$ cat src/rtl/dsr_pkg.sv
package dsr_pkg;
  localparam int CODE_LEN = 4;

  typedef enum logic [1:0] {
    CODE_LS = 2'd0,
    CODE_LE = 2'd1,
    CODE_FS = 2'd2,
    CODE_FE = 2'd3
  } code_t;
endpackage

$ cat src/rtl/dsr_bit_recover.sv
module dsr_bit_recover (
  input  logic clk,
  input  logic rst,
  input  logic ser_data,
  input  logic ser_strobe,
  output logic bit_stb,
  output logic bit_val
);
  logic d_q, s_q, x_q;

  // Idle: data high, strobe low, so the reference XOR starts at 1.
  always_ff @(posedge clk) begin
    if (rst) begin
      d_q     <= 1'b1;
      s_q     <= 1'b0;
      x_q     <= 1'b1;
      bit_stb <= 1'b0;
      bit_val <= 1'b1;
    end else begin
      d_q     <= ser_data;
      s_q     <= ser_strobe;
      x_q     <= d_q ^ s_q;
      bit_stb <= (d_q ^ s_q) ^ x_q;
      bit_val <= d_q;
    end
  end
endmodule

$ cat src/rtl/dsr_byte_framer.sv
module dsr_byte_framer
  import dsr_pkg::*;
#(
  parameter int BYTE_W = 8
) (
  input  logic              clk,
  input  logic              rst,
  input  logic              bit_stb,
  input  logic              bit_val,
  input  logic              strip,
  output logic [BYTE_W-1:0] pix_data,
  output logic              pix_valid,
  output logic              code_ev,
  output code_t             code_kind
);
  localparam int WIN_W = BYTE_W * CODE_LEN;
  localparam int CNT_W = $clog2(BYTE_W);
  localparam int SKP_W = $clog2(CODE_LEN);
  localparam logic [3*BYTE_W-1:0] PREFIX = {{(2*BYTE_W){1'b0}}, {BYTE_W{1'b1}}};

  logic [WIN_W-1:0]  win_q, win_nx;
  logic [CNT_W-1:0]  cnt_q;
  logic [SKP_W-1:0]  skip_q;
  logic              lock_q;
  logic [BYTE_W-1:0] type_byte;
  logic              code_hit, fs_hit, boundary;

  // Newest bit enters at the top; the oldest byte sits in the low bits.
  always_comb begin
    win_nx    = {bit_val, win_q[WIN_W-1:1]};
    type_byte = win_nx[WIN_W-1 -: BYTE_W];
    code_hit  = (win_nx[3*BYTE_W-1:0] == PREFIX) && (type_byte[BYTE_W-1:2] == '0);
    fs_hit    = code_hit && (type_byte[1:0] == CODE_FS);
    boundary  = fs_hit || (lock_q && (cnt_q == CNT_W'(BYTE_W - 1)));
  end

  always_ff @(posedge clk) begin
    if (rst) begin
      win_q     <= '0;
      cnt_q     <= '0;
      skip_q    <= '0;
      lock_q    <= 1'b0;
      pix_data  <= '0;
      pix_valid <= 1'b0;
      code_ev   <= 1'b0;
      code_kind <= CODE_LS;
    end else begin
      pix_valid <= 1'b0;
      code_ev   <= 1'b0;
      if (bit_stb) begin
        win_q <= win_nx;
        if (boundary) begin
          cnt_q    <= '0;
          lock_q   <= 1'b1;
          pix_data <= win_nx[BYTE_W-1:0];
          if (code_hit) begin
            code_ev   <= 1'b1;
            code_kind <= code_t'(type_byte[1:0]);
            skip_q    <= SKP_W'(CODE_LEN - 1);
            pix_valid <= !strip;
          end else begin
            pix_valid <= !(strip && (skip_q != '0));
            if (skip_q != '0) skip_q <= skip_q - SKP_W'(1);
          end
        end else if (lock_q) begin
          cnt_q <= cnt_q + CNT_W'(1);
        end
      end
    end
  end
endmodule

$ cat src/rtl/dsr_sync_track.sv
module dsr_sync_track
  import dsr_pkg::*;
(
  input  logic  clk,
  input  logic  rst,
  input  logic  code_ev,
  input  code_t code_kind,
  input  logic  enable,
  output logic  vsync,
  output logic  hsync
);
  logic frame_q, line_q, frame_nx, line_nx;

  always_comb begin
    frame_nx = frame_q;
    line_nx  = line_q;
    if (code_ev) begin
      unique case (code_kind)
        CODE_FS: begin frame_nx = 1'b1; line_nx = 1'b1; end
        CODE_FE: begin frame_nx = 1'b0; line_nx = 1'b0; end
        CODE_LS: line_nx = frame_q;
        CODE_LE: line_nx = 1'b0;
        default: ;
      endcase
    end
  end

  always_ff @(posedge clk) begin
    if (rst) begin
      frame_q <= 1'b0;
      line_q  <= 1'b0;
      vsync   <= 1'b0;
      hsync   <= 1'b0;
    end else begin
      frame_q <= frame_nx;
      line_q  <= line_nx;
      vsync   <= enable & frame_nx;
      hsync   <= enable & line_nx;
    end
  end
endmodule

$ cat src/rtl/dsr_link_rx.sv
module dsr_link_rx
  import dsr_pkg::*;
#(
  parameter int BYTE_W = 8
) (
  input  logic              clk,
  input  logic              rst,
  input  logic              ser_data,
  input  logic              ser_strobe,
  input  logic              sync_strip,
  input  logic              sync_enable,
  output logic [BYTE_W-1:0] pix_data,
  output logic              pix_valid,
  output logic              vsync,
  output logic              hsync
);
  logic  bit_stb, bit_val, code_ev;
  code_t code_kind;

  dsr_bit_recover u_rec (
    .clk(clk), .rst(rst), .ser_data(ser_data), .ser_strobe(ser_strobe),
    .bit_stb(bit_stb), .bit_val(bit_val)
  );

  dsr_byte_framer #(.BYTE_W(BYTE_W)) u_frm (
    .clk(clk), .rst(rst), .bit_stb(bit_stb), .bit_val(bit_val), .strip(sync_strip),
    .pix_data(pix_data), .pix_valid(pix_valid), .code_ev(code_ev), .code_kind(code_kind)
  );

  dsr_sync_track u_trk (
    .clk(clk), .rst(rst), .code_ev(code_ev), .code_kind(code_kind),
    .enable(sync_enable), .vsync(vsync), .hsync(hsync)
  );
endmodule

$ cat config.mk
export PLATFORM = sky130hd
export DESIGN_NAME = dsr_link_rx
export DESIGN_NICKNAME = d
export VERILOG_FILES = /design/src/rtl/dsr_pkg.sv /design/src/rtl/dsr_bit_recover.sv /design/src/rtl/dsr_byte_framer.sv /design/src/rtl/dsr_sync_track.sv /design/src/rtl/dsr_link_rx.sv
export SDC_FILE = /design/constraint.sdc
export NUM_CORES = 1
export LEC_CHECK = 0
export BUFFER_PORTS_ARGS = -buffer_cell sky130_fd_sc_hd__buf_4
export CORE_MARGIN = 2
export CORE_UTILIZATION = 41
export DETAILED_ROUTE_END_ITERATION = 12
export GPL_TIMING_DRIVEN = 0
export MAX_ROUTING_LAYER = met4
export SETUP_SLACK_MARGIN = 0.15
export SLEW_MARGIN = 25
export SYNTH_ARGS = -nofsm -noshare
export SYNTH_HDL_FRONTEND = slang
export SYNTH_SLANG_ARGS = --single-unit
$ cat constraint.sdc
create_clock -name clk -period 3.51 [get_ports clk]
set_input_delay 0.1755 -clock clk [delete_from_list [all_inputs] [get_ports clk]]
set_output_delay 0.1755 -clock clk [all_outputs]
set_load 0.05 [all_outputs]
== Yosys cells after proc, flatten, opt, wreduce, memory -nomap -nowiden ==
Index checks and enable logic that the tools add are counted.

* Add/subtract/negate cells: 2
* Equality and inequality tests: 6
* Mux-type cells: 10
* Bitwise logic cells: 6
* Reductions and logical operators: 18

{| class="wikitable"
|+ Operators with widths
! kind !! number
|-
| 24-bit by 8-bit == test with 1-bit output (second input constant) || 1
|-
| 2-bit == test (second input constant) || 3
|-
| 6-bit logical NOT || 1
|-
| 3-bit two-way mux || 2
|-
| 3-bit AND reduction || 2
|-
| 2-bit nonzero test || 3
|-
| 1-bit logical AND || 4
|-
| 1-bit two-way mux || 4
|-
| 2-bit two-way mux || 2
|-
| 2-bit AND reduction || 2
|-
| 3-bit by 1-bit adder with 3-bit output (second input constant) || 1
|-
| 3-bit == test (second input constant) || 1
|-
| 1-bit case mux with 3 select lines || 1
|-
| 3-bit OR reduction || 1
|-
| 1-bit AND || 2
|-
| 2-bit by 1-bit == test with 1-bit output (second input constant) || 1
|-
| 1-bit logical NOT || 2
|-
| 2-bit logical NOT || 1
|-
| 1-bit NOT || 2
|-
| 1-bit case mux with 2 select lines || 1
|-
| 2-bit OR reduction || 1
|-
| 2-bit by 1-bit subtractor with 2-bit output (second input constant) || 1
|-
| 1-bit bitwise XOR || 2
|-
| 1-bit logical OR || 1
|}

* Register bits: 59
* Input port bits: 6
* Output and inout port bits: 11
* Logic and storage cells: 59

== Longest topological paths before layout ==
Gate-level depths: netlist of run 1.

* Depth in word-level cells: 6
* Depth in mapped cells: 7
* Depth with buffers taken out: 6

== Hierarchy ==
From an unflattened synthesis of run 1, not the netlist that was laid out.

* Cell total of the unflattened synthesis: 225
* Area, all modules: 2297.2 µm²

{| class="wikitable"
|+ By module, submodules not included
! module !! instances !! cells an instance !! area each (µm²) !! sequential area each (µm²)
|-
| dsr_byte_framer || 1 || 197 || 1999.4 || 980.9
|-
| dsr_bit_recover || 1 || 13 || 156.4 || 100.1
|-
| dsr_sync_track || 1 || 15 || 141.4 || 80.1
|}

== Least setup slack after synthesis of run 1 ==
No wires, ideal clock.

* Kind: reg-to-reg
* Start: register u_frm.win_q[17]
* End: register u_frm.pix_data[0]
* Setup time: 0.128 ns
* Arrival time: 1.525 ns
* Required time: 3.382 ns
* Slack: 1.857 ns
* Stages on the path, launching flop included: 7
* Buffers on the path: 1
* Period minus slack after synthesis: 1.653 ns
* Cell sequence: dfxtp_1 -> nor4_4 -> nand4_4 -> o31ai_4 -> buf_6 -> mux2i_1 -> nor2_1

* Longest elaborated chain between the ends: 5

{| class="wikitable"
|+ Ends and longest elaborated chain
! what !! RTL line !! text
|-
| start, declared || dsr_byte_framer.sv:21 || <nowiki>logic [WIN_W-1:0] win_q, win_nx;</nowiki>
|-
| start signal, assigned || dsr_byte_framer.sv:51 || <nowiki>win_q <= win_nx;</nowiki>
|-
| 24-bit by 8-bit == test with 1-bit output || dsr_byte_framer.sv:32 || <nowiki>code_hit = (win_nx[3*BYTE_W-1:0] == PREFIX) && (type_byte[BYTE_W-1:2] == '0);</nowiki>
|-
| 1-bit logical AND || dsr_byte_framer.sv:32 ||
|-
| 1-bit logical AND || dsr_byte_framer.sv:33 || <nowiki>fs_hit = code_hit && (type_byte[1:0] == CODE_FS);</nowiki>
|-
| 1-bit logical OR || dsr_byte_framer.sv:34 || <nowiki>boundary = fs_hit || (lock_q && (cnt_q == CNT_W'(BYTE_W - 1)));</nowiki>
|-
| 2-bit AND reduction (no line) || -- ||
|-
| end signal, assigned || dsr_byte_framer.sv:55 || <nowiki>pix_data <= win_nx[BYTE_W-1:0];</nowiki>
|-
| end, declared || dsr_byte_framer.sv:11 || <nowiki>output logic [BYTE_W-1:0] pix_data,</nowiki>
|}

Every way passes these cells.
A chain may end at the register's enable or synchronous reset.

== Worst setup path in the final report of run 1 ==
* Start: register u_frm.win_q[17]
* End: register u_frm.pix_data[7]

The elaborated chain is that of the path after synthesis.

==> results.md, run 1 <==
* Status: finished clean
* Vias per cell at 4.68
* Final Skew at 0.00645 ns
* Vert. Die Dim at 78.9 µm
* Crit path time final at 1.80 ns
* Async SR Flop Fraction at 0%
* Reg clk slew, reported paths at 0.06 ns
* WP data arrival at 2.00 ns
* P_leak at 1.03 nW
* Wire length per cell at 12.2 µm
* Yosys warns at 0
* Worst Hold Class: in -> reg
* Critical Path RT at 3.71 ns
* Fin nets at 245
* Netlist cell types at 32
* Reg2reg end: u_frm.pix_data[7]
* Synthesized area at 2300 µm²
* FP Rows at 27
* Worst-path cell chain: nor4_4, nand4_4, o31ai_4, buf_6, mux2i_1, nor2_1
* Pin count of the biggest net entering global routing at 11
* CP Buf/Inv Count at 1
* Placer Congestion at 0.711
* Gate Count Post-Synth at 209
* Num CTS Buffers at 9
* Synthesized Nets at 218
* Avg Inst Size Synth at 11.0 µm²
* DIE AREA at 6220 µm²
* Hold endpoint: u_rec.d_q
* Synth Area in XOR/XNOR at 0.762%
* R2R cell count at 6
* Internal reg-to-reg setup slack at 1.71 ns
* Setup Viol. Count Final at 0
* Setup_tns at 0 ns
* Initial DRC count at 49
* Crit path launch type: flip-flop
* Port Buffer Count at 16
* Number of clock sinks at 58
* Number of synthesized flops with an enable pin at 0
* Kind of critical path: reg -> reg
* Worst-margin pin slew at 0.705 ns
* ANT nets after route at 0
* Max_slew headroom at 53.0%
* Commonest non-fill, non-tap cell in the layout: dfxtp_1
* Main combinational cell family by area after synthesis: simple AND/OR/NAND/NOR gates
* I/O Pins at 17
* Core ar. at 5470 µm²
* Max_cap viols at 0
* Area growth syn-to-layout at 17.2%
* Initial Utilization at 42.0%
* Max Fclk at 555 MHz
* First-pass DRT Iterations at 4
* Width of the die at 78.9 µm
* Compound-gate portion of the synthesized area at 3.92%
* Critical path peak fanout at 10
* Post-route DRC at 0
* Worst setup startpoint: u_frm.win_q[17]
* Post-synthesis register bit count at 58
* Post-synthesis mux area share at 18.8%
* Grt ovf at 0
* Htree depth at 3
* Final setup margin at 1.71 ns
* Seq/Total Area, Yosys at 50.5%
* Most frequent cells in the layout: dfxtp_1 (58), nor2_1 (51), mux2i_1 (42)
* Layout cell share with drive strength beyond 1 at 20.4%
* Post-Synth Adder-Cell Area at 1.63%
* RSZ-0062 raised after global routing: no
* Dpl ws at 1.68 ns
* Antenna violations before repair at 0
* Placed insts at 297
* Final Cycle Share at 51.4%
* Post-CTS sizing at 0
* Slew Viols, Final at 0
* Crit-path leading delay family: simple AND/OR/NAND/NOR gates
* Finished Layout Cells at 312
* Root Driver: clkbuf_8
* FF-to-FF Start: u_frm.win_q[17]
* Vias in the first global route at 1403
* DR vias at 1459
* Clk_lat worst skew at 0.33 ns
* Overall Global Routing Usage at 14.7%
* WL final at 3810 µm
* Top FF cell, synth: dfxtp_1
* N_diodes at 0
* Simple-gate share of the synthesized area at 20.9%
* Max rail drop VDD at 0.301 mV
* HPWL after detailed placement at 2570 µm
* Hold buffer count at CTS at 0
* WHS at 0.0343 ns
* Crit. End Element: flip-flop
* Worst path max stage delay at 0.34 ns
* Hold path startpoint: ser_data
* Slowest cell on crit path: dfxtp_1
* Hold Fails Final Rpt at 0
* WHS Path Cells at 2
* CTS tree: yes
* Max clock buf depth at 2
* PD cells at 490 nW/µm²
* First-pass GRT wire length at 6650 µm
* Post-CTS Setup Repair Bufs at 0
synthesized netlist by cell type (2+ instances only):
master,number,share of area (%)
mux2i_1,42,18
dfxtp_1,58,51
nor4_4,4,3.7
a211oi_1,2,0.65
and4bb_2,2,1.1
clkbuf_8,2,1.2
ha_1,3,1.6
nand4_4,2,1.9
or2_2,4,1.1
nand2_1,3,0.49
a21oi_1,5,1.1
inv_1,2,0.33
nor2b_1,3,0.82
nor2_1,51,8.3
and2_1,2,0.54
a22o_1,2,0.76
clkbuf_1,7,1.1
state kept, by name, summed over array words and instances (netlist names), 2 cells and up:
register and cells:
u_frm.code_kind 2, u_frm.skip_q 2, u_frm.win_q 31, u_frm.cnt_q 3
u_frm.pix_data 8
area by class of cell:
cell class / instances / area [µm²]
Fill cell: 524 / 2780
Inverter: 2 / 7.51
Multi-Input combinational cell: 138 / 1060
Clock buffer: 12 / 145
Tap cell: 72 / 90.1
Buffer: 11 / 72.6
Clock inverter: 3 / 40.0
Sequential cell: 58 / 1160
Timing Repair Buffer: 16 / 120
metrics by stage:
stage,total power [W],cell area [µm²],util (%)
finish,0.00132,2690,49.2
detailed placement,0.000753,2510,45.8
global placement,0.000753,2510,45.8
global route,0.00138,2690,49.2
CTS,0.00134,2690,49.2
floorplan,0.000736,2300,-
report_power, final:
| group | internal [W] | switching [W] |
|---|---|---|
| Combinational | 0.0000321 | 0.0000371 |
| Clock | 0.000341 | 0.000242 |
| Sequential | 0.000664 | 0.00000342 |
| Total | 0.00104 | 0.000282 |
metal layers:
layer	share of wire, %	track usage (%)
met1	50	17.6
met2	45	21.9
met3	3.9	6.93
met4	1.3	5.17
met5	0	-
worst max-delay path by stage:
stage	endpoint	slack, ns	depth (start not counted)
final	u_frm.pix_data[7]	1.71	6
after CTS	u_frm.pix_data[7]	1.66	6
after floorplan	u_frm.pix_data[0]	1.86	6
after global routing	u_frm.pix_data[1]	1.51	6
after detailed placement	u_frm.pix_data[7]	1.68	6
after global placement	u_frm.pix_data[7]	1.69	6
cell families after synthesis:
group | count (synthesis)
xor+xnor | 2
flops | 58
mux | 43
compound gates | 12
simple gates | 78
buf+inv | 13
fa+ha+maj | 3
No activity file was read; power rests on OpenSTA's default activity.
==> inputs of run 2 (changes only) <==
Settings changed: ABC_AREA set to 1.
Clock period 3.51 ns to 1.67 ns, I/O delays scaled along.
==> results.md, run 2 <==
* First-pass DRT Iterations at 4
* Worst-margin pin slew at 0.518 ns
* Storage cell area at 1170 µm²
* Htree depth at 3
* Max clock buf depth at 2
* Post-synth top area share at 51.7%
* Avg Inst Size Synth at 7.67 µm²
* Slowest cell on crit path: dfxtp_2
* Width of the die at 78.0 µm
* NetSw at 0.000762 W
* Worst-path cell chain: nand2_1, nor2_1, nand2_1, nor2_4, nand3_4, nand2_4, nand2_4, buf_8, nand2_1, a21oi_1
* Slew Viols, Final at 0
* # fillers at 513
* First-pass GRT wire length at 8100 µm
* Sequential power share at 44.5%
* Vert. Die Dim at 78.0 µm
* FP Rows at 26
* Crit. End Element: flip-flop
* Max Fclk at 669 MHz
* Most frequent cells in the layout: nand2_1 (61), dfxtp_1 (49), nor2_1 (40)
* Synthesized area at 2250 µm²
* Top-count cell post-synth: nand2_1
* Crit path time final at 1.49 ns
* RSZ-0062 raised after global routing: yes
* Cell internal pwr at 0.00262 W
* Port Buffer Count at 16
* Max rail drop VDD at 0.612 mV
* Fin nets at 338
* GR peak layer: met2
* Final Skew at 0.00852 ns
* Synthesized Nets at 302
* Number of synthesized flops with an enable pin at 0
* PD cells at 1190 nW/µm²
* Net Sw Frac at 22.5%
* Num CTS Buffers at 9
* Clock power frac at 47.7%
* Met2 Resource Use GR at 26.9%
* CP most frequent cell: nand2_1
* Pin count of the biggest net entering global routing at 11
* Vias in the first global route at 1832
* Layout cell share with drive strength beyond 1 at 21.3%
* WL final at 4760 µm
* Multi-input gate area at 958 µm²
* Vias per cell at 4.70
* Post-synth top cells: nand2_1 (64), dfxtp_1 (58), nor2_1 (40)
* Setup_tns at 0 ns
* Yosys warns at 0
* Clk_lat worst skew at 0.33 ns
* N_diodes at 0
* Hold Fails Final Rpt at 0
* Wire length per cell at 11.8 µm
* Synth top area cells: dfxtp_1 (52%), nand2_1 (11%), nor2_1 (6.7%)
* Crit path launch type: flip-flop
* WP data arrival at 1.70 ns
* Worst Hold Class: in -> reg
* GR Util met1 at 21.2%
* Number of flip-flops in the largest register at 31
* Async SR Flop Fraction at 0%
* DIE AREA at 6090 µm²
* Top FF cell, synth: dfxtp_1
* Finished Layout Cells at 404
* ANT nets after route at 0
* DR vias at 1899
* Grt ovf at 0
* Area growth syn-to-layout at 26.4%
* P_leak at 1.24 nW
* Final Cycle Share at 89.5%
* Max_slew headroom at 65.5%
* Reg clk slew, reported paths at 0.07 ns
* Initial DRC count at 92
* Largest reg by FF count: u_frm.win_q
* Largest registers: u_frm.win_q: 31 flops, u_frm.pix_data: 8 flops, u_frm.cnt_q: 3 flops
* Setup Viol. Count Final at 0
* Critical Path RT at 1.87 ns
* Cell taking the most area after synthesis: dfxtp_1
* I/O Pins at 17
* Post-route DRC at 0
* Grt met3 use at 5.17%
* Kind of critical path: reg -> reg
* Placer Congestion at 0.803
* Status: finished clean
* Commonest non-fill, non-tap cell in the layout: nand2_1
* Max_cap viols at 0
* Netlist cell types at 25
* Gate Count Post-Synth at 293
* Post-synthesis register bit count at 58
* Antenna violations before repair at 0
* Root Driver: clkbuf_8
* Logic pwr share at 7.9%
* Worst path max stage delay at 0.35 ns
* Number of clock sinks at 58
* Core ar. at 5200 µm²
* Critical path peak fanout at 10
* HPWL after detailed placement at 3160 µm
* Placed insts at 379
* Seq/Total Area, Yosys at 51.7%
* Initial Utilization at 43.2%
* Overall Global Routing Usage at 17.7%
* CTS tree: yes
-- run 2: cell count changes after synthesis, sizes merged, moves of 3 or more --
| cell | delta |
|---|---|
| a21oi | +25 |
| and2 | -3 |
| inv | +26 |
| mux2i | -42 |
| nand2 | +63 |
| nand3 | +14 |
| nor2 | -8 |
| nor2b | -3 |
| nor4 | -4 |
| o21ai | +26 |
-- run 2: final timing paths --
path | from | to | slack [ns] | cells after the start
worst max-delay path | u_frm.win_q[4] | u_frm.pix_data[0] | 0.18 | 10
worst min-delay path | sync_enable | u_trk.hsync | 0.02 | 3
worst max register to register | u_frm.win_q[4] | u_frm.pix_data[0] | 0.18 | 10
worst min register to register | u_frm.pix_data[0] | u_frm.pix_data[0] | 0.46 | 2
-- run 2: area by class of cell --
class | instances | share of cell area [%]
tap | 70 | 3.08
multi-input combinational | 193 | 33.7
timing repair buffer | 25 | 6.87
inverter | 28 | 3.70
buffer | 14 | 2.47
clock inverter | 5 | 3.52
clock buffer | 11 | 5.33
sequential | 58 | 41.3
-- run 2: metrics by stage --
step	utilization (%)	area (µm²)	worst slack [ns]	power (W)	hold slack (ns)
after floorplan	-	2250	0.214	0.00170	0.170
after global placement	47.2	2450	0.0515	0.00177	0.268
after detailed placement	47.2	2450	0.0560	0.00177	0.272
after CTS	53.1	2760	0.134	0.00339	0.0182
after global routing	54.6	2840	0.0720	0.00353	0.0238
final	54.6	2840	0.176	0.00338	0.0229
-- run 2: per-layer routing --
layer / part of all wire (%) / up-vias / wire length (µm)
li1: - / 1000 / -
met1: 50 / 856 / 2380
met2: 44 / 33 / 2110
met3: 3.1 / 10 / 148
met4: 2.6 / 0 / 123
met5: 0 / - / 0
-- run 2: critical path: cells and delay by family (launching register included) --
family,cells,cell delay [ns]
AO/OA/AOI/OAI,1,0.05
buffers and inverters,1,0.14
flip-flops,1,0.35
AND/OR/NAND/NOR,8,0.81
-- run 2: power groups by stage --
stage	sequential [W]	combinational, W	clock [W]
floorplan	0.00152	0.000184	0
global placement	0.00153	0.000243	0
detailed placement	0.00153	0.000246	0
CTS	0.00150	0.000259	0.00163
global route	0.00151	0.000306	0.00171
finish	0.00150	0.000266	0.00161
-- run 2: cells by family (layout without fill, tap and decap cells) --
logic type	count (synthesis)	after routing	share of synthesized area, %
flip-flops	58	58	51.7
adder cells (fa/ha/maj)	3	3	1.67
buffers and inverters	42	83	7.57
AO/OA/AOI/OAI	59	59	13.8
AND/OR/NAND/NOR	129	129	24.5
XOR/XNOR	2	2	0.780
-- run 2: repair_timing --
| action | CTS | global route |
|---|---|---|
| resized for setup | 5 | 20 |
| endpoints found under the setup margin | 12 | 18 |
| pin swaps | 0 | 8 |
| setup buffers | 0 | 6 |
| hold endpoints to repair | 3 | 0 |
| hold buffers | 3 | 0 |
==> inputs of run 3 (changes only) <==
Settings changed: ABC_AREA 1 to 0, CORE_UTILIZATION 41 to 35, TNS_END_PERCENT set to 30.
==> results.md, run 3 (synthesis gave the netlist of run 1 again) <==
* Crit-path leading delay family: simple AND/OR/NAND/NOR gates
* Critical path peak fanout at 5
* Core ar. at 6350 µm²
* Initial DRC count at 60
* Setup Viol. Count Final at 11
* Worst-path cell chain: nor4_4, nand4_4, o31ai_4, buf_4, mux2i_1, nor2_1
* Crit path time final at 1.75 ns
* Crit path launch type: flip-flop
* Multi-input gate area at 1090 µm²
* Clk_lat worst skew at 0.33 ns
* Max_cap viols at 0
* Failing checks: negative setup slack
* Hold endpoint: u_trk.line_q
* RSZ-0062 raised after global routing: yes
* WHS at 0.107 ns
* Worst setup startpoint: u_frm.win_q[17]
* ANT nets after route at 0
* Largest reg by FF count: u_frm.win_q
* Vias per cell at 4.64
* Overall Global Routing Usage at 13.2%
* Slowest cell on crit path: nor4_4
* Vias in the first global route at 1514
* Post-route cell area at 2850 µm²
* NetSw at 0.000630 W
* Reg clk slew, reported paths at 0.07 ns
* Kind of critical path: reg -> reg
* Placer Congestion at 0.716
* Antenna violations before repair at 0
* FF-to-FF Start: u_frm.win_q[17]
* Fin util at 44.9%
* Port Buffer Count at 16
* Number of clock sinks at 58
* Hold Fails Final Rpt at 0
* I/O Pins at 17
* Post-route DRC at 0
* Commonest non-fill, non-tap cell in the layout: dfxtp_1
* CP Buf/Inv Count at 1
* P_leak at 1.10 nW
* Logic pwr share at 5.2%
* Slew Viols, Final at 0
* Crit. End Element: flip-flop
* DR vias at 1516
* Internal reg-to-reg setup slack at -0.08 ns
* Max Fclk at 573 MHz
* FP Rows at 29
* Number of flip-flops in the largest register at 31
* Largest registers: u_frm.win_q: 31 flops, u_frm.pix_data: 8 flops, u_frm.cnt_q: 3 flops
* Area after DPL at 2520 µm²
* Max rail drop VDD at 0.593 mV
* Cell internal pwr at 0.00234 W
* Final Skew at 0.00434 ns
* Storage cell area at 1160 µm²
* Initial Utilization at 36.2%
* Sequential power share at 47.2%
* Hold path startpoint: rst
* Reg2reg end: u_frm.pix_data[3]
* Grt ovf at 0
* HPWL after detailed placement at 2580 µm
* N_diodes at 0
* Vert. Die Dim at 85.0 µm
* Finished Layout Cells at 327
* Pin count of the biggest net entering global routing at 11
* First-pass GRT wire length at 7160 µm
* Critical Path RT at 1.90 ns
* Clock power frac at 47.6%
* DIE AREA at 7230 µm²
* Max clock buf depth at 2
* Fin nets at 254
* Num CTS Buffers at 9
* Worst path max stage delay at 0.34 ns
* Final Cycle Share at 105%
* WP data arrival at 1.97 ns
* Net Sw Frac at 21.2%
* Max_slew headroom at 63.3%
* PD cells at 1040 nW/µm²
* Placed insts at 302
* Htree depth at 3
* Power Total at 0.00297 W
* Wire length per cell at 12.9 µm
* Status: finished, violations left
* # fillers at 605
* WHS Path Cells at 3
* Final setup margin at -0.0754 ns
* Area growth syn-to-layout at 24.2%
* Worst Hold Class: in -> reg
* Root Driver: clkbuf_8
* CTS tree: yes
* Layout cell share with drive strength beyond 1 at 28.0%
* Worst-margin pin slew at 0.545 ns
* First-pass DRT Iterations at 4
* R2R cell count at 6
* Most frequent cells in the layout: dfxtp_1 (55), nor2_1 (51), mux2i_1 (42)
* WL final at 4220 µm
* Width of the die at 85.0 µm
-- run 3: changes by cell type in the layout (fill, tap and decap cells not counted), moves of 5 or more --
cell,before,now
nor2_1,40,51
inv_2,5,0
dfxtp_1,49,55
dfxtp_2,9,3
o21ai_0,27,0
nand3_1,13,1
a21oi_1,29,3
mux2i_1,0,42
nand2_1,61,3
inv_1,23,2
-- run 3: timing repair --
action	4_1_cts	5_1_grt
cloned	0	1
pin swaps	0	4
resized for setup	2	17
hold endpoints to repair	4	0
endpoints found under the setup margin	18	48
setup buffers	0	5
hold buffers	3	0
-- run 3: power groups by stage --
stage                     sequential, W  combinational [W]  clock (W)
after floorplan                 0.00143           0.000116          0
after global placement          0.00143           0.000147          0
after detailed placement        0.00143           0.000147          0
after CTS                       0.00140           0.000156    0.00146
after global routing            0.00140           0.000168    0.00153
final                           0.00140           0.000155    0.00142
-- run 3: worst max path at each step --
stage | endpoint | slack (ns) | depth (start not counted)
floorplan | u_frm.pix_data[0] | 0.06 | 6
global placement | u_frm.pix_data[0] | -0.10 | 6
detailed placement | u_frm.pix_data[7] | -0.11 | 6
CTS | u_frm.pix_data[7] | -0.13 | 6
global route | u_frm.pix_data[3] | -0.18 | 6
finish | u_frm.pix_data[3] | -0.08 | 6
-- run 3: per-stage QoR --
stage               TNS, ns  worst slack, ns
floorplan                 0           0.0584
global placement     -0.834           -0.102
detailed placement   -0.884           -0.114
CTS                   -1.02           -0.127
global route          -1.95           -0.180
finish               -0.627          -0.0754
-- run 3: worst min-delay path, stage by stage --
cell      delay, ns
buf_4          0.09
clkbuf_8       0.16
nor2_1         0.06
-- run 3: layer usage --
layer  vias to the layer above  track usage (%)  part of all wire, %
li1                        787                -                    -
met2                        24             19.7                   46
met3                         7             5.06                  4.1
met4                         0             5.63                  1.1
met1                       698             16.0                   49
met5                         -                -                    0
-- run 3: final cells by class --
cell class,count,share of cell area [%]
multi-input combinational,138,38.4
timing repair buffer,25,6.84
tap,77,3.38
inverter,2,0.263
buffer,11,2.67
clock buffer,11,4.95
sequential,58,40.8
clock inverter,5,2.72
